===== src/rtl/ipc_pkg.sv =====
package ipc_pkg;
    localparam int NVEC = 13;
    localparam int NEXT = 2;
    localparam int VW   = $clog2(NVEC);
    localparam int NLVL = 3;

    typedef enum logic [VW-1:0] {
        V_EXT0 = 4'd0, V_TMR0 = 4'd1, V_EXT1 = 4'd2, V_TMR1 = 4'd3,
        V_UART = 4'd4, V_TMR2 = 4'd5, V_UART2 = 4'd6, V_TEMP = 4'd7,
        V_SERP = 4'd8, V_RTC = 4'd9, V_WDT = 4'd10, V_DSP = 4'd11,
        V_PSM  = 4'd12
    } vec_e;

    typedef logic [1:0] lvl_t;   // 0 none, 1 low, 2 high, 3 top

    typedef struct packed {
        logic          req;
        logic [VW-1:0] vec;
        lvl_t          lvl;
    } pick_t;

    function automatic lvl_t vec_level(input logic [VW-1:0] v,
                                       input logic [NVEC-1:0] hi);
        if (v == V_PSM)       return 2'd3;
        if (int'(v) >= NVEC)  return 2'd1;
        return hi[v] ? 2'd2 : 2'd1;
    endfunction
endpackage


===== src/rtl/ipc_pulse_latch.sv =====
module ipc_pulse_latch (
    input  logic clk,
    input  logic rst,
    input  logic set,
    input  logic clr,
    output logic q
);
    always_ff @(posedge clk) begin
        if (rst) q <= 1'b0;
        else     q <= set | (q & ~clr);
    end
endmodule


===== src/rtl/ipc_sources.sv =====
module ipc_sources
    import ipc_pkg::*;
(
    input  logic                clk,
    input  logic                rst,
    input  logic [NEXT-1:0]     ext_n,
    input  logic [NEXT-1:0]     ext_edge,
    input  logic                core_off,
    input  logic [NEXT-1:0]     wake_ext,
    input  logic [NEXT-1:0]     tmr_ovf,
    input  logic                temp_evt,
    input  logic                serp_evt,
    input  logic                uart_req,
    input  logic                tmr2_req,
    input  logic                uart2_req,
    input  logic                rtc_req,
    input  logic                wdt_req,
    input  logic                dsp_req,
    input  logic                psm_req,
    input  logic [NVEC-1:0]     clr,
    output logic [NVEC-1:0]     pend
);
    // External channels and their paired timers: ext e -> 2e, timer e -> 2e+1
    for (genvar e = 0; e < NEXT; e++) begin : g_ext
        logic pin_q, flag, wake_q, tmr_q;

        always_ff @(posedge clk) begin
            if (rst) begin
                pin_q <= 1'b1;
                flag  <= 1'b0;
            end else begin
                pin_q <= ext_n[e];
                if (!core_off) begin
                    if (ext_edge[e]) flag <= (pin_q & ~ext_n[e]) | (flag & ~clr[2*e]);
                    else             flag <= ~ext_n[e];
                end else if (ext_edge[e]) begin
                    flag <= flag & ~clr[2*e];
                end
            end
        end

        ipc_pulse_latch u_wake (.clk(clk), .rst(rst), .set(wake_ext[e]),
                                .clr(clr[2*e]), .q(wake_q));
        ipc_pulse_latch u_tmr  (.clk(clk), .rst(rst), .set(tmr_ovf[e]),
                                .clr(clr[2*e+1]), .q(tmr_q));

        assign pend[2*e]   = flag | wake_q;
        assign pend[2*e+1] = tmr_q;
    end

    // Latched single-event sources, cleared only on entry
    logic temp_q, serp_q;
    ipc_pulse_latch u_temp (.clk(clk), .rst(rst), .set(temp_evt),
                            .clr(clr[V_TEMP]), .q(temp_q));
    ipc_pulse_latch u_serp (.clk(clk), .rst(rst), .set(serp_evt),
                            .clr(clr[V_SERP]), .q(serp_q));

    // Flag-following sources, cleared by software at the peripheral
    logic [6:0] lvl_q;
    always_ff @(posedge clk) begin
        if (rst) lvl_q <= '0;
        else     lvl_q <= {psm_req, dsp_req, wdt_req, rtc_req, uart2_req, tmr2_req, uart_req};
    end

    assign pend[V_UART]  = lvl_q[0];
    assign pend[V_TMR2]  = lvl_q[1];
    assign pend[V_UART2] = lvl_q[2];
    assign pend[V_TEMP]  = temp_q;
    assign pend[V_SERP]  = serp_q;
    assign pend[V_RTC]   = lvl_q[3];
    assign pend[V_WDT]   = lvl_q[4];
    assign pend[V_DSP]   = lvl_q[5];
    assign pend[V_PSM]   = lvl_q[6];
endmodule


===== src/rtl/ipc_arbiter.sv =====
module ipc_arbiter
    import ipc_pkg::*;
(
    input  logic            gl_en,
    input  logic [NVEC-1:0] vec_en,
    input  logic [NVEC-1:0] vec_hi,
    input  logic [NVEC-1:0] pend,
    input  lvl_t            cur_lvl,
    output pick_t           pick
);
    always_comb begin
        pick = '0;
        // scan downward with >= so the lowest index wins a tie
        for (int v = NVEC - 1; v >= 0; v--) begin
            lvl_t l;
            l = vec_level(VW'(v), vec_hi);
            if (gl_en && vec_en[v] && pend[v] && (l > cur_lvl) && (l >= pick.lvl)) begin
                pick.req = 1'b1;
                pick.vec = VW'(v);
                pick.lvl = l;
            end
        end
    end
endmodule


===== src/rtl/ipc_service.sv =====
module ipc_service
    import ipc_pkg::*;
(
    input  logic            clk,
    input  logic            rst,
    input  logic            ack,
    input  logic [VW-1:0]   ack_vec,
    input  logic [NVEC-1:0] vec_hi,
    input  logic            reti,
    output lvl_t            cur_lvl
);
    logic [NLVL-1:0] isv, popped, nxt;
    lvl_t            ack_lvl;

    assign ack_lvl = vec_level(ack_vec, vec_hi);

    always_comb begin
        logic found;
        found  = 1'b0;
        popped = isv;
        if (reti) begin
            for (int k = NLVL - 1; k >= 0; k--) begin
                if (!found && popped[k]) begin
                    popped[k] = 1'b0;
                    found     = 1'b1;
                end
            end
        end
        nxt = popped;
        if (ack) nxt[int'(ack_lvl) - 1] = 1'b1;
    end

    always_ff @(posedge clk) begin
        if (rst) isv <= '0;
        else     isv <= nxt;
    end

    always_comb begin
        cur_lvl = '0;
        for (int k = 0; k < NLVL; k++)
            if (isv[k]) cur_lvl = lvl_t'(k + 1);
    end
endmodule


===== src/rtl/irq_pend_ctrl.sv =====
module irq_pend_ctrl
    import ipc_pkg::*;
(
    input  logic        clk,
    input  logic        rst,
    input  logic        gl_en,
    input  logic [12:0] vec_en,
    input  logic [12:0] vec_hi,
    input  logic [1:0]  ext_n,
    input  logic [1:0]  ext_edge,
    input  logic        core_off,
    input  logic [1:0]  wake_ext,
    input  logic [1:0]  tmr_ovf,
    input  logic        temp_evt,
    input  logic        serp_evt,
    input  logic        uart_req,
    input  logic        tmr2_req,
    input  logic        uart2_req,
    input  logic        rtc_alarm,
    input  logic        rtc_tick,
    input  logic        wdt_req,
    input  logic        dsp_req,
    input  logic        psm_req,
    input  logic        ack,
    input  logic [3:0]  ack_vec,
    input  logic        reti,
    output logic        irq_req,
    output logic [3:0]  irq_vec,
    output logic [12:0] pend_o
);
    logic [NVEC-1:0] clr;
    lvl_t            cur_lvl;
    pick_t           pick;

    always_comb begin
        for (int v = 0; v < NVEC; v++)
            clr[v] = ack && (ack_vec == VW'(v));
    end

    ipc_sources u_src (
        .clk(clk), .rst(rst), .ext_n(ext_n), .ext_edge(ext_edge),
        .core_off(core_off), .wake_ext(wake_ext), .tmr_ovf(tmr_ovf),
        .temp_evt(temp_evt), .serp_evt(serp_evt), .uart_req(uart_req),
        .tmr2_req(tmr2_req), .uart2_req(uart2_req),
        .rtc_req(rtc_alarm | rtc_tick), .wdt_req(wdt_req),
        .dsp_req(dsp_req), .psm_req(psm_req), .clr(clr), .pend(pend_o)
    );

    ipc_service u_svc (
        .clk(clk), .rst(rst), .ack(ack), .ack_vec(ack_vec),
        .vec_hi(vec_hi), .reti(reti), .cur_lvl(cur_lvl)
    );

    ipc_arbiter u_arb (
        .gl_en(gl_en), .vec_en(vec_en), .vec_hi(vec_hi),
        .pend(pend_o), .cur_lvl(cur_lvl), .pick(pick)
    );

    assign irq_req = pick.req;
    assign irq_vec = pick.vec;
endmodule


===== config.mk =====
export PLATFORM = sky130hd
export DESIGN_NAME = irq_pend_ctrl
export DESIGN_NICKNAME = d
export VERILOG_FILES = /design/src/rtl/ipc_pkg.sv /design/src/rtl/ipc_pulse_latch.sv /design/src/rtl/ipc_sources.sv /design/src/rtl/ipc_arbiter.sv /design/src/rtl/ipc_service.sv /design/src/rtl/irq_pend_ctrl.sv
export SDC_FILE = /design/constraint.sdc
export NUM_CORES = 1
export LEC_CHECK = 0
export ABC_AREA = 1
export ABC_CLOCK_PERIOD_IN_PS = 17700
export BUFFER_PORTS_ARGS = -buffer_cell sky130_fd_sc_hd__buf_2
export CORE_UTILIZATION = 45
export CTS_CLUSTER_SIZE = 25
export DETAILED_ROUTE_END_ITERATION = 8
export PLACE_DENSITY = 0.72
export SYNTH_ARGS = -nofsm -noshare
export SYNTH_HDL_FRONTEND = slang
export SYNTH_SLANG_ARGS = --single-unit
export TNS_END_PERCENT = 1

===== constraint.sdc =====
create_clock -name clk -period 17.7 [get_ports clk]
set_input_delay 1.77 -clock clk [delete_from_list [all_inputs] [get_ports clk]]
set_output_delay 1.77 -clock clk [all_outputs]
set_load 0.1 [all_outputs]

# Word level (Yosys, flattened, before mapping)
# Index checks and enable logic that the tools add are counted.
[word_totals]
register_bits = 20
inputBits = 54
out_inout_bits = 18
wordCells = 197
[op_classes]
add_sub_neg = 1
n_lt_le_gt_ge = 29
eq_ne = 8
mux = 54
n_bitwise = 30
reduce_logical = 63
[op_table]
columns = ["cell", "count"]
rows = [
  ["two-way mux 7 bit", 13],
  ["logical AND 1 bit", 60],
  ["two-way mux 2 bit", 19],
  ["greater-or-equal comparator 32 x 1 -> 1 bit, second input constant", 1],
  ["less-than comparator 32 x 4 -> 1 bit, second input constant", 1],
  ["greater-or-equal comparator 2 bit", 12],
  ["greater-than comparator 2 bit", 12],
  ["two-way mux 1 bit", 18],
  ["bitwise OR 1 bit", 11],
  ["AND 1 bit", 10],
  ["equality test 4 x 2 -> 1 bit, second input constant", 2],
  ["equality test 4 bit, second input constant", 2],
  ["NOT 1 bit", 8],
  ["two-way mux 3 bit", 2],
  ["less-than comparator 4 x 5 -> 1 bit, second input constant", 1],
  ["binary-select mux 1 bit (select 4 bit)", 1],
  ["equality test 4 x 1 -> 1 bit, second input constant", 1],
  ["equality test 4 x 3 -> 1 bit, second input constant", 1],
  ["greater-or-equal comparator 4 bit, second input constant", 1],
  ["zero test 4 bit", 1],
  ["!= test 2 bit, second input constant", 2],
  ["bitwise OR 3 bit", 1],
  ["subtractor 2 x 1 -> 3 bit, second input constant", 1],
  ["demux 1 bit (select 2 bit)", 1],
  ["2 further kinds", 3],
]

# Depth between registers and ports, before layout
[logic_depth]
ltp_word = 42
ltp_mapped = 104
mapped_depth_nobuf = 104

# Modules after synthesis
# A second synthesis with hierarchy kept.
[hier_totals]
cells_unflattened = 450
hier_area_um2 = 2877.8
[by_module_without_submodules]
columns = ["mod", "instances", "cells_each", "area_per_inst_um2", "seq_area_each_um2"]
rows = [
  ["ipc_arbiter", 1, 277, 1756.7, 0.0],
  ["ipc_sources", 1, 57, 437.9, 220.2],
  ["ipc_service", 1, 54, 307.8, 60.1],
  ["ipc_pulse_latch", 6, 5, 40.0, 20.0],
  ["irq_pend_ctrl", 1, 32, 135.1, 0.0],
]

# Least setup slack after synthesis
# No wires, ideal clock.
[synth_timing]
kind = "in2out"
from = "in gl_en"
to = "out irq_vec[2]"
arrival_ps = 13824
required_ps = 15930
slack_ps = 2106
path_stages = 91
n_path_buf = 0
cell_sequence = "nand4_1 ha_1 nor2_1 nor2_4 nand3_2 nand2_2 nand2_1 inv_1 ha_1 nand2_1 nand3b_1 nand4_1 nand2_1 inv_1 ha_1 inv_1 nand2_1 a21oi_1 (+55 left out) o21ai_0 a21oi_1 nand3_1 and2_1 ha_1 o21ai_0 nand2_1 nand3_1 inv_1 nand2_1 nand2_1 ha_1 inv_1 nor2_1 a211oi_1 nor3_1 nor2_1 nor3b_1"
[synth_between]
elab_chain_len = 40
word_cells_on_any_way = 76
cone_classes = "12 x order compare; 13 x mux; 51 x reduce/logical"
[synth_lines]
columns = ["element", "line", "source"]
rows = [
  ["start: declaration", "irq_pend_ctrl.sv:6", "input logic gl_en,"],
  ["logical AND 1 bit (3 in a row)", "ipc_arbiter.sv:17", "if (gl_en && vec_en[v] && pend[v] && (l > cur_lvl) && (l >= pick.lvl)) begin"],
  ["two-way mux 7 bit", "ipc_arbiter.sv:17", ""],
  ["greater-or-equal comparator 2 bit", "ipc_arbiter.sv:17", ""],
  ["logical AND 1 bit", "ipc_arbiter.sv:17", ""],
  ["two-way mux 7 bit", "ipc_arbiter.sv:17", ""],
  ["greater-or-equal comparator 2 bit", "ipc_arbiter.sv:17", ""],
  ["logical AND 1 bit", "ipc_arbiter.sv:17", ""],
  ["two-way mux 7 bit", "ipc_arbiter.sv:17", ""],
  ["(+22 left out)", "n/a", ""],
  ["logical AND 1 bit", "ipc_arbiter.sv:17", ""],
  ["two-way mux 7 bit", "ipc_arbiter.sv:17", ""],
  ["greater-or-equal comparator 2 bit", "ipc_arbiter.sv:17", ""],
  ["logical AND 1 bit", "ipc_arbiter.sv:17", ""],
  ["two-way mux 7 bit", "ipc_arbiter.sv:17", ""],
  ["greater-or-equal comparator 2 bit", "ipc_arbiter.sv:17", ""],
  ["logical AND 1 bit", "ipc_arbiter.sv:17", ""],
  ["two-way mux 7 bit *", "ipc_arbiter.sv:17", ""],
  ["end: declaration", "irq_pend_ctrl.sv:28", "output logic [3:0] irq_vec,"],
]
# Every way passes the cells marked *; elsewhere a longest branch is shown, timed or not.

# Worst setup path after layout
[layout_timing]
from = "in gl_en"
to = "out irq_vec[3]"
# The elaborated chain is that of the path after synthesis.

==> flow_metrics.env <==
export IMPL_dr_pass1_iters=4
export IMPL_num_rows=25
export IMPL_wl_um=5930
export IMPL_finalSetupTns_ns=0
export IMPL_max_freq_mhz=64.5
export IMPL_dpl_cell_area_um2=2720
export IMPL_stdcell_area_um2=2760
export IMPL_finalCriticalPeriod_ns=15.51
export IMPL_synth_avg_cell_area_um2=6.36
export IMPL_drive_gt1_share_pct=25.6
export IMPL_dieWidth_um=74.1
export IMPL_final_cell_mix="buf_2, nand2_1, inv_1"
export IMPL_startpoint_type="input pin"
export IMPL_area_delta_synth_final_pct=17.8
export IMPL_start_util_pct=48.3
export IMPL_cp_end_kind="output pin"
export IMPL_async_flop_share_pct=0
export IMPL_core_area_um2=4850
export IMPL_htree_levels=1
export IMPL_dpl_hpwl_um=4910
export IMPL_die_area_um2=5490
export IMPL_required_ns=15.93
export IMPL_ios=72
export IMPL_finalCritPeriodShare_pct=87.6
export IMPL_grt_total_usage_pct=23.2
export IMPL_drc_errors=0
export IMPL_cts_root_buf="clkbuf_8"
export IMPL_hold_class="register to register"
export IMPL_slew_headroom_pct=58.9
export IMPL_yosys_warnings=0
export IMPL_via_per_inst=5.12
export IMPL_dr_first_iter_drc_count=127
export IMPL_critPathTopFamily="simple AND/OR/NAND/NOR gates"
export IMPL_crit_arrival_ns=13.74
export IMPL_synth_area_um2=2340
export IMPL_status="finished, final reports clean"
export IMPL_grt_overflow_total=0
export IMPL_grtUsageMet2_pct=40.5
export IMPL_clk_pin_slew_ns=0.07
export IMPL_dieHeight_um=74.1
export IMPL_place_gp_congestion=0.823
export IMPL_crit_top_cell="nand2_1"
export IMPL_finalHoldViolations=0
export IMPL_final_cells=500
export IMPL_antenna_found_initial=0
export IMPL_vias=2560
export IMPL_leakage_nw=1.57
export IMPL_use_met1_pct=31.0
export IMPL_grt_start_max_net_pins=20
export IMPL_wl_per_cell_um=11.9
export IMPL_finalNetCount=517
export IMPL_n_antenna_cell=0
export IMPL_cts_hold_buf=0
export IMPL_synth_cells=368
export IMPL_synth_cell_types=37
export IMPL_synthesis_nets=450
export IMPL_setup_viol=0
export IMPL_max_vdd_ir_drop_mv=0.0454
export IMPL_clock_path_buffers=2
export IMPL_cts_tree="done"
export IMPL_grt_pass1_wl_um=10100
export IMPL_cp_slowest_cell="buf_2"
export IMPL_synth_seq_area_share_pct=17.1
export IMPL_grt_pass1_vias=2308
export IMPL_ys_flop_type="dfxtp_1"
export IMPL_synth_edff_count=0
export IMPL_finClkSkew_ns=0.000497
export IMPL_ys_seq_elements=20
export IMPL_cap_viol_max_count=0
export IMPL_rsz0062_at_grt="no"
export IMPL_critPathMaxFanout=13
export IMPL_grt_busiest_layer="met2"
export IMPL_post_cts_resized=0
export IMPL_slew_violations=0
export IMPL_use_met3_pct=1.90
export IMPL_critPathBufInv=18
export IMPL_cts_sinks=20
export IMPL_insertion_delay_ns=0.25
export IMPL_tightest_slew_ns=0.616
export IMPL_worstSetupPathType="input pin to output pin"
export IMPL_portBuffers=71
export IMPL_post_cts_buffers=0
export IMPL_cts_buffers_inserted=3
export IMPL_max_stage_delay_ns=0.45
export IMPL_ant_nets=0
export IMPL_powerDensity_nw_per_um2=62.0
export IMPL_final_common_cell="buf_2"
export IMPL_dp_cells=497
==> power breakdown <==
part / total (mW) / internal [mW] / switching (mW)
Clock: 0.0296 / 0.0152 / 0.0145
Sequential: 0.0494 / 0.0478 / 0.00156
Combinational: 0.0918 / 0.0263 / 0.0656
Total: 0.171 / 0.0893 / 0.0816
==> area by class of cell <==
cell class,instances,area (um^2)
inverter,62,234
clock buffer,3,41.3
multi-input combinational,277,1640
tap,67,83.8
timing repair buffer,71,355
fill,502,2090
sequential,20,400
==> worst reg2reg max path: cells and delay by family, from the launching register on <==
kind            cells  cell delay (ns)
flops               1             0.35
compound gates      2             0.26
buf+inv             1             0.10
simple gates        1             0.12
==> layer usage <==
metal / up-vias / routed length [um]
met5: - / 0
met4: 0 / 44
met3: 5 / 274
met2: 67 / 2750
met1: 1128 / 2860
li1: 1360 / -
==> registers in the layout (all words and copies together), names as in the netlist <==
signal,cells
u_src.g_ext.u_wake.q,2
u_svc.isv,3
u_src.g_ext.flag,2
u_src.lvl_q,7
u_src.g_ext.u_tmr.q,2
u_src.u_temp.q,1
u_src.g_ext.pin_q,2
u_src.u_serp.q,1
==> stage by stage <==
step	power, mW	utilization (%)	hold slack, ns	setup WS (ns)
2_1_floorplan	0.122	-	0.422	2.11
3_3_place_gp	0.140	56.0	0.434	2.52
3_5_place_dp	0.142	56.0	0.455	2.23
4_1_cts	0.172	56.9	0.471	2.20
5_1_grt	0.184	56.9	0.491	0.728
6_report	0.171	56.9	0.463	2.19
==> worst paths after layout <==
check,slack (ns),end,cells past startpoint,startpoint
max reg2reg,16.75,u_svc.isv[0]$_SDFF_PP0_,4,u_svc.isv[2]$_SDFF_PP0_
max,2.19,irq_vec[3],95,gl_en
min reg2reg,0.46,u_src.g_ext[1].flag$_SDFFE_PP0P_,2,u_src.g_ext[1].pin_q$_SDFF_PP1_
min,0.46,u_src.g_ext[1].flag$_SDFFE_PP0P_,2,u_src.g_ext[1].pin_q$_SDFF_PP1_
==> Yosys cell counts, drive strengths merged (5+ instances only) <==
library cell / number / area share [%]
nand2: 76 / 13
inv: 61 / 9.8
nor2: 40 / 7.3
nand3: 34 / 8.8
ha: 28 / 15
a21oi: 25 / 5.5
o21ai: 21 / 4.8
dfxtp: 20 / 17
o22ai: 15 / 4.3
nand4: 10 / 2.9
buf: 7 / 2.4
or2: 6 / 1.6
nor3: 5 / 1.1
==> logic make-up (layout without fill, tap and decap cells) <==
logic type	count (synthesis)	after routing	share of synthesized area, %
simple gates	179	179	37.4
compound gates	70	70	17.8
fa+ha+maj	28	28	15.0
buf+inv	71	136	12.7
flops	20	20	17.1
Note: power is estimated with default switching activity, not from simulation.
